## src/rtl/vacs_pkg.sv

```systemverilog
// Shared defaults of the serial ACS unit: code definition constants.
// Assumes every polynomial taps both the newest and the oldest window bit.
package vacs_pkg;
    localparam int DEF_K     = 7;
    localparam int DEF_NPOLY = 4;
    // polynomial j sits at bits [j*K +: K]; j=0 is 133 octal
    localparam logic [DEF_NPOLY*DEF_K-1:0] DEF_POLYS = {7'o133, 7'o145, 7'o171, 7'o133};
endpackage

```

## src/rtl/acs_addr_gen.sv

```systemverilog
// Slot counter and in-place address generator.
// Walks 2^SW slots per symbol; the logical slot {half, butterfly} is rotated
// right by the stage held in a one-hot register. Assumes start only when idle.
module acs_addr_gen #(
    parameter int SW = 6
) (
    input  logic          clk,
    input  logic          rst_n,
    input  logic          start,
    input  logic          stage_adv,
    output logic          issuing,
    output logic [SW-1:0] cnt,
    output logic [SW-1:0] rd_addr
);
    logic [SW-1:0] stage_oh;
    logic [SW-1:0] slot;
    logic [SW-1:0] rot [SW];

    // slot counter: one read per cycle for 2^SW cycles
    always_ff @(posedge clk) begin
        if (!rst_n) begin
            issuing <= 1'b0;
            cnt     <= '0;
        end else if (start) begin
            issuing <= 1'b1;
            cnt     <= '0;
        end else if (issuing) begin
            cnt <= cnt + 1'b1;
            if (&cnt) issuing <= 1'b0;
        end
    end

    // one-hot stage ring, advanced after the last write of a symbol
    always_ff @(posedge clk) begin
        if (!rst_n) stage_oh <= SW'(1);
        else if (stage_adv) stage_oh <= {stage_oh[SW-2:0], stage_oh[SW-1]};
    end

    assign slot = {cnt[0], cnt[SW-1:1]};

    for (genvar k = 0; k < SW; k++) begin : g_rot
        logic [2*SW-1:0] dbl;
        assign dbl    = {slot, slot};
        assign rot[k] = dbl[k +: SW];
    end

    // one-hot selected rotation
    always_comb begin
        rd_addr = '0;
        for (int k = 0; k < SW; k++)
            if (stage_oh[k]) rd_addr = rd_addr | rot[k];
    end
endmodule

```

## src/rtl/acs_pm_mem.sv

```systemverilog
// Path-metric store: one synchronous read port, one write port, cleared by reset.
// Assumes the in-place schedule never reads a word in the cycle it is written.
module acs_pm_mem #(
    parameter int AW = 6,
    parameter int DW = 8
) (
    input  logic          clk,
    input  logic          rst_n,
    input  logic          rd_en,
    input  logic [AW-1:0] rd_addr,
    input  logic          wr_en,
    input  logic [AW-1:0] wr_addr,
    input  logic [DW-1:0] wr_data,
    output logic [DW-1:0] rd_data
);
    localparam int DEPTH = 1 << AW;
    logic [DW-1:0] mem [DEPTH];

    // storage write and reset clear
    always_ff @(posedge clk) begin
        if (!rst_n) begin
            for (int i = 0; i < DEPTH; i++) mem[i] <= '0;
        end else if (wr_en) begin
            mem[wr_addr] <= wr_data;
        end
    end

    // registered read
    always_ff @(posedge clk) begin
        if (!rst_n) rd_data <= '0;
        else if (rd_en) rd_data <= mem[rd_addr];
    end

    assert_rw_distinct_R9: assert property (@(posedge clk) disable iff (!rst_n)
        (rd_en && wr_en) |-> (rd_addr != wr_addr));
endmodule

```

## src/rtl/acs_core.sv

```systemverilog
// Butterfly datapath: holds the two old metrics of a butterfly for two cycles,
// forms both candidate sums, selects, normalizes and clamps. Assumes BMW <= PMW.
module acs_core #(
    parameter int K        = 7,
    parameter int NPOLY    = 4,
    parameter logic [NPOLY*K-1:0] POLYS = vacs_pkg::DEF_POLYS,
    parameter int BMW      = 5,
    parameter int PMW      = 8,
    parameter int NORM_THR = 128
) (
    input  logic             clk,
    input  logic             rst_n,
    input  logic [PMW-1:0]   rd_data,
    input  logic             cap_lo,
    input  logic             cap_pair,
    input  logic             acs_v,
    input  logic             acs_half,
    input  logic [K-3:0]     acs_bfly,
    input  logic             norm_on,
    input  logic [BMW-1:0]   bm_match,
    input  logic [BMW-1:0]   bm_comp,
    output logic [NPOLY-1:0] bm_sel,
    output logic [PMW-1:0]   new_pm,
    output logic             dec
);
    localparam int SUMW  = PMW + 1;
    localparam int MAXPM = (1 << PMW) - 1;

    logic [PMW-1:0]  hold_lo, pm_a, pm_b;
    logic [K-1:0]    win;
    logic [BMW-1:0]  bm_a, bm_b;
    logic [SUMW-1:0] sum_a, sum_b, pick, adj;

    // capture the low metric, then the pair, which stays for two cycles
    always_ff @(posedge clk) begin
        if (!rst_n) begin
            hold_lo <= '0;
            pm_a    <= '0;
            pm_b    <= '0;
        end else begin
            if (cap_lo) hold_lo <= rd_data;
            if (cap_pair) begin
                pm_a <= hold_lo;
                pm_b <= rd_data;
            end
        end
    end

    assign win = {1'b0, acs_bfly, 1'b0};
    for (genvar j = 0; j < NPOLY; j++) begin : g_code
        assign bm_sel[j] = ^(win & POLYS[j*K +: K]);
    end

    // add, compare, select, normalize, clamp
    always_comb begin
        bm_a   = acs_half ? bm_comp : bm_match;
        bm_b   = acs_half ? bm_match : bm_comp;
        sum_a  = {1'b0, pm_a} + SUMW'(bm_a);
        sum_b  = {1'b0, pm_b} + SUMW'(bm_b);
        dec    = sum_b < sum_a;
        pick   = dec ? sum_b : sum_a;
        adj    = norm_on ? pick - SUMW'(NORM_THR) : pick;
        new_pm = (adj > SUMW'(MAXPM)) ? PMW'(MAXPM) : adj[PMW-1:0];
    end

    assert_norm_floor_R6: assert property (@(posedge clk) disable iff (!rst_n)
        (acs_v && norm_on) |-> (pick >= SUMW'(NORM_THR)));
endmodule

```

## src/rtl/serial_acs.sv

```systemverilog
// State-serial in-place ACS unit. Five-cycle pipeline: read issue, low hold,
// pair hold, ACS, write-back. Emits decisions in slices, tracks the best state,
// and schedules normalization. Assumes branch metrics answer combinationally.
module serial_acs #(
    parameter int K        = vacs_pkg::DEF_K,
    parameter int NPOLY    = vacs_pkg::DEF_NPOLY,
    parameter logic [NPOLY*K-1:0] POLYS = vacs_pkg::DEF_POLYS,
    parameter int BMW      = 5,
    parameter int PMW      = 8,
    parameter int SEGW     = 16,
    parameter int NORM_THR = 128,
    localparam int SW      = K - 1,
    localparam int NST     = 1 << SW,
    localparam int SEGB    = $clog2(SEGW),
    localparam int SEGIW   = $clog2(NST / SEGW)
) (
    input  logic             clk,
    input  logic             rst_n,
    input  logic             sym_valid,
    output logic [NPOLY-1:0] bm_sel,
    input  logic [BMW-1:0]   bm_match,
    input  logic [BMW-1:0]   bm_comp,
    output logic             busy,
    output logic             dec_valid,
    output logic [SEGIW-1:0] dec_idx,
    output logic [SEGW-1:0]  dec_seg,
    output logic             sym_done,
    output logic [SW-1:0]    best_state,
    output logic [PMW-1:0]   best_metric
);
    localparam int PIPE = 4;

    logic            issuing, start_ok, last_wr, norm_on, all_ge, dec, take;
    logic [SW-1:0]   cnt, rd_addr, run_s;
    logic [PMW-1:0]  rd_data, new_pm, wr_pm, run_m;
    logic [PIPE-1:0] sr_v;
    logic [SW-1:0]   sr_cnt  [PIPE];
    logic [SW-1:0]   sr_addr [PIPE];
    logic [SEGW-1:0] dshift;

    assign busy     = issuing | (|sr_v);
    assign start_ok = sym_valid & ~busy;
    assign last_wr  = sr_v[PIPE-1] & (&sr_cnt[PIPE-1]);
    assign take     = (sr_cnt[PIPE-1] == '0) || (wr_pm < run_m);

    acs_addr_gen #(.SW(SW)) i_addr (
        .clk(clk), .rst_n(rst_n), .start(start_ok), .stage_adv(last_wr),
        .issuing(issuing), .cnt(cnt), .rd_addr(rd_addr));

    acs_pm_mem #(.AW(SW), .DW(PMW)) i_mem (
        .clk(clk), .rst_n(rst_n), .rd_en(issuing), .rd_addr(rd_addr),
        .wr_en(sr_v[PIPE-1]), .wr_addr(sr_addr[PIPE-1]), .wr_data(wr_pm),
        .rd_data(rd_data));

    acs_core #(.K(K), .NPOLY(NPOLY), .POLYS(POLYS), .BMW(BMW), .PMW(PMW),
               .NORM_THR(NORM_THR)) i_core (
        .clk(clk), .rst_n(rst_n), .rd_data(rd_data),
        .cap_lo(sr_v[0] & ~sr_cnt[0][0]), .cap_pair(sr_v[0] & sr_cnt[0][0]),
        .acs_v(sr_v[PIPE-2]), .acs_half(sr_cnt[PIPE-2][0]),
        .acs_bfly(sr_cnt[PIPE-2][SW-1:1]), .norm_on(norm_on),
        .bm_match(bm_match), .bm_comp(bm_comp), .bm_sel(bm_sel),
        .new_pm(new_pm), .dec(dec));

    // token pipeline carrying slot count and address to write-back
    always_ff @(posedge clk) begin
        if (!rst_n) begin
            sr_v  <= '0;
            wr_pm <= '0;
            for (int k = 0; k < PIPE; k++) begin
                sr_cnt[k]  <= '0;
                sr_addr[k] <= '0;
            end
        end else begin
            sr_v       <= {sr_v[PIPE-2:0], issuing};
            sr_cnt[0]  <= cnt;
            sr_addr[0] <= rd_addr;
            for (int k = 1; k < PIPE; k++) begin
                sr_cnt[k]  <= sr_cnt[k-1];
                sr_addr[k] <= sr_addr[k-1];
            end
            if (sr_v[PIPE-2]) wr_pm <= new_pm;
        end
    end

    // decision slices: bit i of a slice is state slice*SEGW+i
    always_ff @(posedge clk) begin
        if (!rst_n) begin
            dshift    <= '0;
            dec_valid <= 1'b0;
            dec_idx   <= '0;
            dec_seg   <= '0;
        end else begin
            dec_valid <= 1'b0;
            if (sr_v[PIPE-2]) begin
                dshift <= {dec, dshift[SEGW-1:1]};
                if (&sr_cnt[PIPE-2][SEGB-1:0]) begin
                    dec_valid <= 1'b1;
                    dec_seg   <= {dec, dshift[SEGW-1:1]};
                    dec_idx   <= sr_cnt[PIPE-2][SW-1:SEGB];
                end
            end
        end
    end

    // best-state search, normalization flag and done pulse at write-back
    always_ff @(posedge clk) begin
        if (!rst_n) begin
            run_s       <= '0;
            run_m       <= '0;
            all_ge      <= 1'b0;
            norm_on     <= 1'b0;
            sym_done    <= 1'b0;
            best_state  <= '0;
            best_metric <= '0;
        end else begin
            sym_done <= last_wr;
            if (sr_v[PIPE-1]) begin
                if (take) begin
                    run_s <= sr_cnt[PIPE-1];
                    run_m <= wr_pm;
                end
                all_ge <= ((sr_cnt[PIPE-1] == '0) || all_ge) && (wr_pm >= PMW'(NORM_THR));
            end
            if (last_wr) begin
                best_state  <= take ? sr_cnt[PIPE-1] : run_s;
                best_metric <= take ? wr_pm : run_m;
                norm_on     <= all_ge && (wr_pm >= PMW'(NORM_THR));
            end
        end
    end

    assert_done_pulse_R5: assert property (@(posedge clk) disable iff (!rst_n)
        sym_done |=> !sym_done);
    assert_accept_R8: assert property (@(posedge clk) disable iff (!rst_n)
        (sym_valid && !busy) |=> busy);
    assert_seg_in_busy_R4: assert property (@(posedge clk) disable iff (!rst_n)
        dec_valid |-> busy);
    assert_pair_addr_R9: assert property (@(posedge clk) disable iff (!rst_n)
        (sr_v[PIPE-1] && sr_cnt[PIPE-1][0]) |->
        ($countones(sr_addr[PIPE-1] ^ $past(sr_addr[PIPE-1])) == 1));
endmodule

```

## config.mk

```make
export PLATFORM = sky130hd
export DESIGN_NAME = serial_acs
export DESIGN_NICKNAME = d
export VERILOG_FILES = /design/src/rtl/vacs_pkg.sv /design/src/rtl/acs_addr_gen.sv /design/src/rtl/acs_pm_mem.sv /design/src/rtl/acs_core.sv /design/src/rtl/serial_acs.sv
export SDC_FILE = /design/constraint.sdc
export NUM_CORES = 1
export LEC_CHECK = 0
export BUFFER_PORTS_ARGS = -buffer_cell sky130_fd_sc_hd__buf_2
export CORE_MARGIN = 3
export CORE_UTILIZATION = 35
export CTS_CLUSTER_DIAMETER = 120
export DETAILED_ROUTE_END_ITERATION = 16
export SLEW_MARGIN = 0
export SYNTH_ARGS = -nofsm -noshare
export SYNTH_HDL_FRONTEND = slang
export SYNTH_HIERARCHICAL = 1
export SYNTH_SLANG_ARGS = --single-unit
```

## constraint.sdc

```tcl
create_clock -name clk -period 4.1 [get_ports clk]
set_clock_uncertainty 0.15 [all_clocks]
set_input_delay 0.41 -clock clk [delete_from_list [all_inputs] [get_ports clk]]
set_output_delay 0.41 -clock clk [all_outputs]
set_load 0.01 [all_outputs]
```

==> Yosys cells after proc, flatten, opt, wreduce, memory -nomap -nowiden <==
Memories as Yosys holds them, arrays and structs flattened. A register that Yosys moved wholly into a read port is not among the register bits.
Index checks and enable logic that the tools add are counted.
W data, S select, Z words.
{ "classes": {"addsub": 4, "n_mul": 0, "n_div": 0, "order_cmp": 4, "n_eq_ne": 0, "shift": 0, "muxes": 33, "bitwise": 21, "reduce_logical": 17} }
{ "op_table": {"columns": ["operator", "count"], "rows": [
  ["$mux W6", 16],
  ["$or A6 B6 Y6", 5],
  ["$mux W8", 3],
  ["$reduce_xor A7 Y1", 3],
  ["$add A8 B5 Y9", 2],
  ["$mux W9", 2],
  ["$reduce_and A6 Y1", 2],
  ["$mux W1", 10],
  ["$mux W5", 2],
  ["$gt A9 B8 Y1 const B", 1],
  ["$lt A9 B9 Y1", 1],
  ["$or A1 B1 Y1", 9],
  ["$sub A9 B8 Y9 const B", 1],
  ["$ge A8 B8 Y1 const B", 1],
  ["$lt A8 B8 Y1", 1],
  ["$reduce_or A8 Y1", 1],
  ["$add A6 B1 Y6 const B", 1],
  ["$logic_not A6 Y1", 1],
  ["$reduce_and A5 Y1", 1],
  ["$and A1 B1 Y1", 4],
  ["$reduce_and A4 Y1", 1],
  ["$reduce_or A4 Y1", 1],
  ["$not A1 Y1", 3],
  ["$logic_and A1 B1 Y1", 2],
  ["other kinds (4)", 5]
]} }
{ "word_totals": {"ff_bits": 115, "latchBits": 0, "mem_bits_rw": 560, "rom_bits": 0, "in_bits": 13, "out_inout_bits": 39, "elab_cells": 101, "n_memories": 3} }
{ "memory_table": {"columns": ["memory", "words", "width", "read_ports", "rd_ports_with_merged_regs", "write_ports", "line", "text"], "rows": [
  ["i_mem.mem", 64, 8, 1, 1, 64, "acs_pm_mem.sv:17", "logic [DW-1:0] mem [DEPTH];"],
  ["sr_addr", 4, 6, 4, 0, 4, "serial_acs.sv:38", "logic [SW-1:0] sr_addr [PIPE];"],
  ["sr_cnt", 4, 6, 4, 0, 4, "serial_acs.sv:37", "logic [SW-1:0] sr_cnt [PIPE];"]
]} }

==> Depth between registers and ports, before layout <==
Gate-level depths: netlist (run 1).
{ "depth": {"ltp_word": 12, "mapped_depth": 20} }

==> By module <==
Netlist (run 1), hierarchy kept.
{ "by_module_without_submodules": {"columns": ["module", "n_inst", "cells_each", "area_each_um2", "seq_area_each_um2"], "rows": [
  ["acs_pm_mem", 1, 1690, 24124.4, 15534.9],
  ["serial_acs", 1, 440, 4471.8, 2502.4],
  ["acs_core", 1, 218, 2047.0, 480.5],
  ["acs_addr_gen", 1, 85, 759.5, 260.2]
]} }

==> Least setup slack after synthesis (run 1) <==
No wires, ideal clock.
{ "synth_path": {"path_kind": "reg2reg", "from": "memory sr_cnt[2][0]", "to": "register wr_pm[2]", "setup_ps": 116, "t_arrival_ps": 3702, "path_slack_ps": 131, "path_stages_with_launch": 19, "cell_sequence": "dfxtp_1 > clkbuf_1 > mux2_2 > ha_1 > inv_1 > fa_1 > nor2b_4 > o31a_2 > o21ai_1 > xor2_1 > ha_1 > a21oi_1 > o21ai_0 > a41oi_2 > nand2_2 > a32oi_4 > o2111ai_1 > mux2i_1 > nor2b_1"} }
{ "synth_rtl": {"columns": ["item", "line", "text"], "rows": [
  ["start: declaration", "serial_acs.sv:37", null],
  ["end signal: assignment", "serial_acs.sv:81", "if (sr_v[PIPE-2]) wr_pm <= new_pm;"],
  ["end: declaration", "serial_acs.sv:35", "logic [PMW-1:0] rd_data, new_pm, wr_pm, run_m;"]
]} }

==> run summary, run 1 <==
Detail Route Antenna Nets - 0
most frequent cell after synthesis - and2_1
layout overhead on the synthesized area - 13.8%
CTS tree - built
Setup-failing EPs final - 0
Slew @ Worst Pin - 1.30 ns
die area - 0.0934 sq mm
Post-synth ARST share - 0
Peak VDD IR - 0.254 mV
CTS Hold Bufs - 0
Mapped Cells - 2433
clock share of power - 0.444
EDFF count, synth - 512
Synth Register Bits - 682
initial drt markers - 1495
Via-to-Cell Ratio - 5.15
share of layout cells above drive strength 1 - 0.167
first-pass GRT wire length - 119 mm
internal power - 0.0117 W
wire length per cell - 20.6 um
grt total ovfl - 0
final slew viol count - 0
syn nets - 2474
Via Count - 19200
Layout Nets - 2537
Synth warnings - 6
Core Rows - 109
flop2flop setup slack - 0.16 ns
share of power burned in registers - 0.517
CP max FO - 7
Worst Setup End Kind - register
power density over cell area - 414 mW/mm^2
Post-synth top cells - and2_1 (573), edfxtp_1 (512), dfxtp_1 (170), mux2i_1 (132), clkbuf_1 (126)
Yosys top cell area share - 0.490
drc violations - 0
Avg Inst Size Synth - 12.9 sq um
final core utilization - 0.403
hold crit path type - in2reg
Setup Crit Path Kind - reg2reg
top cell type by total area after synthesis - edfxtp_1
sequential area share after synthesis - 0.598
final setup margin - 0.158 ns
I/O pin count - 52
Fill cells - 8202
total track usage - 0.163
post-synth cell types - 82
Chip Height - 306 um
clk root buf - clkbuf_16
sw power - 0.00315 W
Final period util - 0.962
Clock Latency Late Sink - 0.62 ns
main flop type after synthesis - edfxtp_1
Synth Cell Area - 0.0314 sq mm
largest net degree at the start of global routing - 79
TritonCTS buffer count - 74
outcome - finished, final reports clean
Logic pwr share - 0.040
Worst EP required - 4.45 ns
CTS max path bufs - 3
Net Sw Frac - 0.213
Slew HR - 0.125
startpoint types - register
CTS H-Tree Depth - 3
Final Critical Period - 3.94 ns
Starting Density - 0.354
Worst-path clk slew - 0.06 ns
Leak - 12.6 nW
Pre-antenna DRT Iters - 5
Max Clock Freq - 254 MHz
post-detail-place hpwl - 49.7 mm
antenna violations before repair - 0
clk sinks - 682
dpl ws - -0.0145 ns
reported max-cap violation count - 0
vias in the first global route - 19700
Detailed Route WL - 76.7 mm
Worst EP arrival - 4.29 ns
Die Width - 306 um
n_diodes - 0
Final Hold Vio Count - 0
Core Area - 0.0886 sq mm
GPL Wtd Cong - 0.852
# port buffers - 51
synth top area cells - edfxtp_1 (49%), and2_1 (11%), dfxtp_1 (11%), mux2i_1 (4.2%), mux4_2 (4.0%)
-- power by group through the flow --
stage	combinational (W)	clock, W	sequential (W)
2_1_floorplan	0.000381	0	0.00776
5_1_grt	0.000634	0.00700	0.00767
4_1_cts	0.000583	0.00672	0.00766
3_3_place_gp	0.000563	0	0.00779
6_report	0.000587	0.00657	0.00765
3_5_place_dp	0.000579	0	0.00780
-- logic make-up (layout without fill, tap and decap cells) --
family | after synthesis | count (layout) | share of synthesized area
adders and majority gates | 28 | 28 | 0.0116
muxes | 237 | 237 | 0.104
buffers and inverters | 208 | 333 | 0.0314
DFF | 682 | 682 | 0.598
AOI/OAI and AO/OA | 328 | 328 | 0.0769
and+or+nand+nor | 932 | 932 | 0.173
xor gates and xnor gates | 18 | 18 | 0.00526
-- cell usage in the layout, fill, tap and decap left out, types with 19 or more instances in the layout --
cell,n
clkbuf_16,77
a2111oi_0,30
mux2_2,41
nor2b_1,90
buf_4,121
mux4_2,56
mux2i_1,131
nand2_1,95
edfxtp_1,512
and2_1,573
a22o_1,49
a211oi_1,42
nor2_1,89
dfxtp_1,161
buf_2,50
a21boi_0,19
ha_1,23
o21ai_0,81
clkbuf_1,22
-- what timing repair did --
| item | CTS | global route |
|---|---|---|
| pin swaps | 1 | 5 |
| setup endpoints to repair | 4 | 8 |
| buffers inserted | 0 | 4 |
| resized for setup | 3 | 13 |
| gates cloned | 0 | 0 |
-- critical path, stage by stage, from the launching register on --
cell       delay, ns
dfxtp_4         0.37
mux2_2          0.33
ha_1            0.22
inv_1           0.10
fa_2            0.25
nor2b_4         0.05
o31a_2          0.32
o21ai_2         0.13
xor2_1          0.21
ha_1            0.28
a21oi_1         0.15
o21ai_1         0.12
a41oi_2         0.28
buf_4           0.19
nand4_1         0.16
nand3_4         0.18
o2111ai_1       0.12
mux2i_1         0.15
nor2b_1         0.07
-- metal layers --
metal | share of wire | vias up | GRT usage
li1 | - | 8974 | -
met3 | 0.051 | 131 | 0.0244
met4 | 0.027 | 0 | 0.0544
met5 | 0 | - | 0
met2 | 0.49 | 468 | 0.277
met1 | 0.43 | 9610 | 0.214
-- worst paths after layout --
path / start / cells after the start / endpoint
setup / recovery: sr_cnt[2][0] / 18 / wr_pm[5]
hold / removal: rst_n / 2 / sr_addr[0][20]
setup reg to reg: sr_cnt[2][0] / 18 / wr_pm[5]
hold reg to reg: sr_addr[0][10] / 1 / sr_addr[0][16]
-- layout make-up --
type                    instances  area [sq um]  share of cell area
flip-flops and latches        682         18800               0.526
multi-input cells            1543         11700               0.328
clock buffers                 103          2060              0.0578
well taps                    1165          1460              0.0408
repair buffers                178          1290              0.0361
clock inverters                35           335             0.00938
inverters                      17          63.8             0.00179
-- metrics by stage --
stage	hold slack [ns]	instances	instance area (sq um)	power [W]	setup TNS (ns)
2_1_floorplan	0.262	2433	31400	0.00814	0
3_3_place_gp	0.264	3581	33200	0.00836	0
3_5_place_dp	0.267	3581	33200	0.00838	-0.0184
4_1_cts	0.0148	3719	35600	0.0150	0
5_1_grt	0.0497	3723	35700	0.0153	-0.0453
6_report	0.0414	3723	35700	0.0148	0
-- flip-flops by register name, summed over array words and instances (netlist names), 8 cells and up --
signal / flops
dec_seg: 16
i_core/hold_lo: 8
run_m: 8
wr_pm: 8
sr_cnt: 24
dshift: 15
i_core/pm_a: 8
i_core/pm_b: 8
sr_addr: 24
best_metric: 8
i_mem/rd_data: 8
i_mem/mem: 512
Note: power is estimated with default switching activity, not from simulation.
==> inputs of run 2 (changes only) <==
--- a/config.mk
+++ b/config.mk
@@ -5,7 +5,7 @@
 export SDC_FILE = /design/constraint.sdc
 export NUM_CORES = 1
 export LEC_CHECK = 0
-export BUFFER_PORTS_ARGS = -buffer_cell sky130_fd_sc_hd__buf_2
+export BUFFER_PORTS_ARGS = -buffer_cell sky130_fd_sc_hd__buf_4
 export CORE_MARGIN = 3
 export CORE_UTILIZATION = 35
 export CTS_CLUSTER_DIAMETER = 120
==> run 2 against run 1 <==
  * Final area is 0.68% higher
  * Maximum frequency is 1.5% lower
  * Via count is 0.96% higher
  * Die area stayed put
  * Largest cell class unchanged
==> run summary, run 2 (synthesis results as in run 1) <==
outcome - finished, final reports clean
Worst-path clk slew - 0.07 ns (about the same)
Net Sw Frac - 0.217 (+0.00456)
clock share of power - 0.445 (about the same)
sw power - 0.00323 W (+2.6%)
startpoint types - register
hold crit path type - in2reg
reg2reg path depth - 16 (-2)
Leak - 12.7 nW (+0.71%)
share of power burned in registers - 0.515 (-0.002)
Final period util - 0.977 (+0.0151)
crit-path cells - buf_4 > mux2_2 > ha_1 > and4b_4 > a221oi_2 > nand4_2 > ha_1 > nand2_1 > nor2_2 > nand2_1 > nand2_4 > inv_2 > o311ai_2 > o31ai_1 > mux2i_1 > nor2b_1
total track usage - 0.163 (+0.000283)
GPL Wtd Cong - 0.862 (+1.2%)
Final Critical Period - 4.00 ns (+0.0617 ns)
Via-to-Cell Ratio - 5.19 (+0.74%)
Clock Latency Late Sink - 0.63 ns (about the same)
Worst Setup End Kind - register
vias in the first global route - 19700 (+0.10%)
I/O pin count - 52 (unchanged)
grt total ovfl - 0 (unchanged)
Slew HR - 0.331 (+0.207)
commonest non-fill, non-tap cell in the layout - and2_1
TritonCTS buffer count - 74 (unchanged)
Starting Density - 0.354 (unchanged)
Core Area - 0.0886 sq mm (unchanged)
largest net degree at the start of global routing - 202 (+160%)
final hold slack - 0.0658 ns (+0.0244 ns)
largest registers - i_mem/mem: 512 flops, sr_addr: 24 flops, sr_cnt: 24 flops
clk sinks - 682 (unchanged)
internal power - 0.0116 W (-0.16%)
drc violations - 0 (unchanged)
Max Clock Freq - 250 MHz (-1.5%)
share of layout cells above drive strength 1 - 0.173 (+0.00650)
die area - 0.0934 sq mm (unchanged)
post-detail-place hpwl - 49.5 mm (-0.45%)
Final Total Pwr - 0.0149 W (+0.42%)
Logic pwr share - 0.040 (about the same)
r2r startpoint - sr_cnt[2][0]
CP max FO - 12 (+5)
most frequent cells in the layout - and2_1 (573), edfxtp_1 (512), buf_4 (180)
Chip Height - 306 um (unchanged)
TNS Setup - 0 ns (unchanged)
power density over cell area - 413 mW/mm^2 (-0.25%)
clk root buf - clkbuf_16
WHS Path Cells - 3 (+1)
Design Area, Final - 0.0360 sq mm (+0.68%)
Setup Crit Path Kind - reg2reg
Worst EP arrival - 4.36 ns (+0.07 ns)
Core Rows - 109 (unchanged)
Detailed Route WL - 77.1 mm (+0.57%)
Worst EP required - 4.45 ns (about the same)
CTS H-Tree Depth - 3 (unchanged)
Via Count - 19400 (+0.96%)
reported max-cap violation count - 0 (unchanged)
Peak VDD IR - 0.290 mV (+14%)
Layout Nets - 2548 (+0.43%)
Final Hold Vio Count - 0 (unchanged)
CP max stage delay - 0.38 ns (about the same)
n_diodes - 0 (unchanged)
layout overhead on the synthesized area - 14.6%
antenna violations before repair - 0 (unchanged)
Detail Route Antenna Nets - 0 (unchanged)
Slew @ Worst Pin - 1.00 ns (-0.299 ns)
# port buffers - 51 (unchanged)
HP Start - sym_valid
Worst path slowest cell - dfxtp_4
CTS tree - built
max reg flops - 512 (unchanged)
initial drt markers - 1702 (+14%)
Setup-failing EPs final - 0 (unchanged)
wire length per cell - 20.7 um (+0.35%)
Die Width - 306 um (unchanged)
final core utilization - 0.406 (+0.00272)
CTS max path bufs - 3 (unchanged)
Hold Path Sink - i_addr/issuing
final slew viol count - 0 (unchanged)
flop2flop setup slack - 0.1 ns (-0.06 ns)
Area after DPL - 0.0335 sq mm (+0.66%)
Pre-antenna DRT Iters - 5 (unchanged)
Top reg by flops - i_mem/mem
first-pass GRT wire length - 119 mm (about the same)
RR Endpoint - wr_pm[7]
## run 2: cell types whose count changed in the layout (fill, tap and decap cells not counted), moves of 2 or more
cell,before,now
buf_4,121,180
buf_2,50,0
clkbuf_1,22,17
a21oi_1,15,12
a21oi_2,0,3
clkinv_1,12,9
ha_1,23,26
buf_12,6,8
clkbuf_16,77,75
clkbuf_8,4,2
clkinv_2,11,13
ha_4,2,0
inv_16,1,3
## run 2: power by group through the flow
stage	Sequential (W)	Combinational, W	Clock, W
after floorplan	0.00776	0.000381	0
after global placement	0.00779	0.000573	0
after detailed placement	0.00780	0.000589	0
after CTS	0.00766	0.000591	0.00679
after global routing	0.00767	0.000645	0.00708
final	0.00766	0.000599	0.00662
## run 2: worst max path at each step
stage                             from  depth (start not counted)  slack (ns)        to
after floorplan           sr_cnt[2][0]                         18        0.13  wr_pm[2]
after global placement    sr_cnt[2][0]                         16        0.12  wr_pm[5]
after detailed placement  sr_cnt[2][0]                         18       -0.11  wr_pm[0]
after CTS                 sr_cnt[2][0]                         16       0.009  wr_pm[0]
after global routing      sr_cnt[2][0]                         16       -0.04  wr_pm[7]
final                     sr_cnt[2][0]                         16         0.1  wr_pm[7]
## run 2: critical path, delay by kind of cell (launching register included)
| kind | cells | cell delay [ns] |
|---|---|---|
| simple gates | 7 | 1.16 |
| compound gates | 3 | 0.71 |
| fa+ha+maj | 2 | 0.68 |
| mux | 2 | 0.50 |
| flops | 1 | 0.38 |
| buf+inv | 2 | 0.29 |
## run 2: layout make-up
| type | count | area, sq um |
|---|---|---|
| Clock inverter | 41 | 445 |
| Sequential cell | 682 | 18800 |
| Multi-Input combinational cell | 1543 | 11700 |
| Inverter | 17 | 63.8 |
| Clock buffer | 94 | 1970 |
| Tap cell | 1165 | 1460 |
| Fill cell | 8246 | 52700 |
| Timing Repair Buffer | 189 | 1520 |
## run 2: repair_timing
action,in CTS,in global routing
setup endpoints to repair,8,8
resized for setup,2,16
buffers inserted,1,5
pin swaps,0,5
hold buffers,0,0
## run 2: stage by stage
stage | setup WS (ns) | instances
after floorplan | 0.131 | 2433
after global placement | 0.120 | 3590
after detailed placement | -0.107 | 3590
after CTS | 0.00855 | 3726
after global routing | -0.0424 | 3731
final | 0.0960 | 3731
## run 2: metal layers
layer | part of all wire | routed length [um] | GRT usage | vias up
met5 | 0 | 0 | 0 | -
met1 | 0.44 | 33800 | 0.217 | 9726
met3 | 0.053 | 4050 | 0.0240 | 111
met4 | 0.024 | 1840 | 0.0525 | 0
li1 | - | - | - | 8992
met2 | 0.49 | 37500 | 0.275 | 538
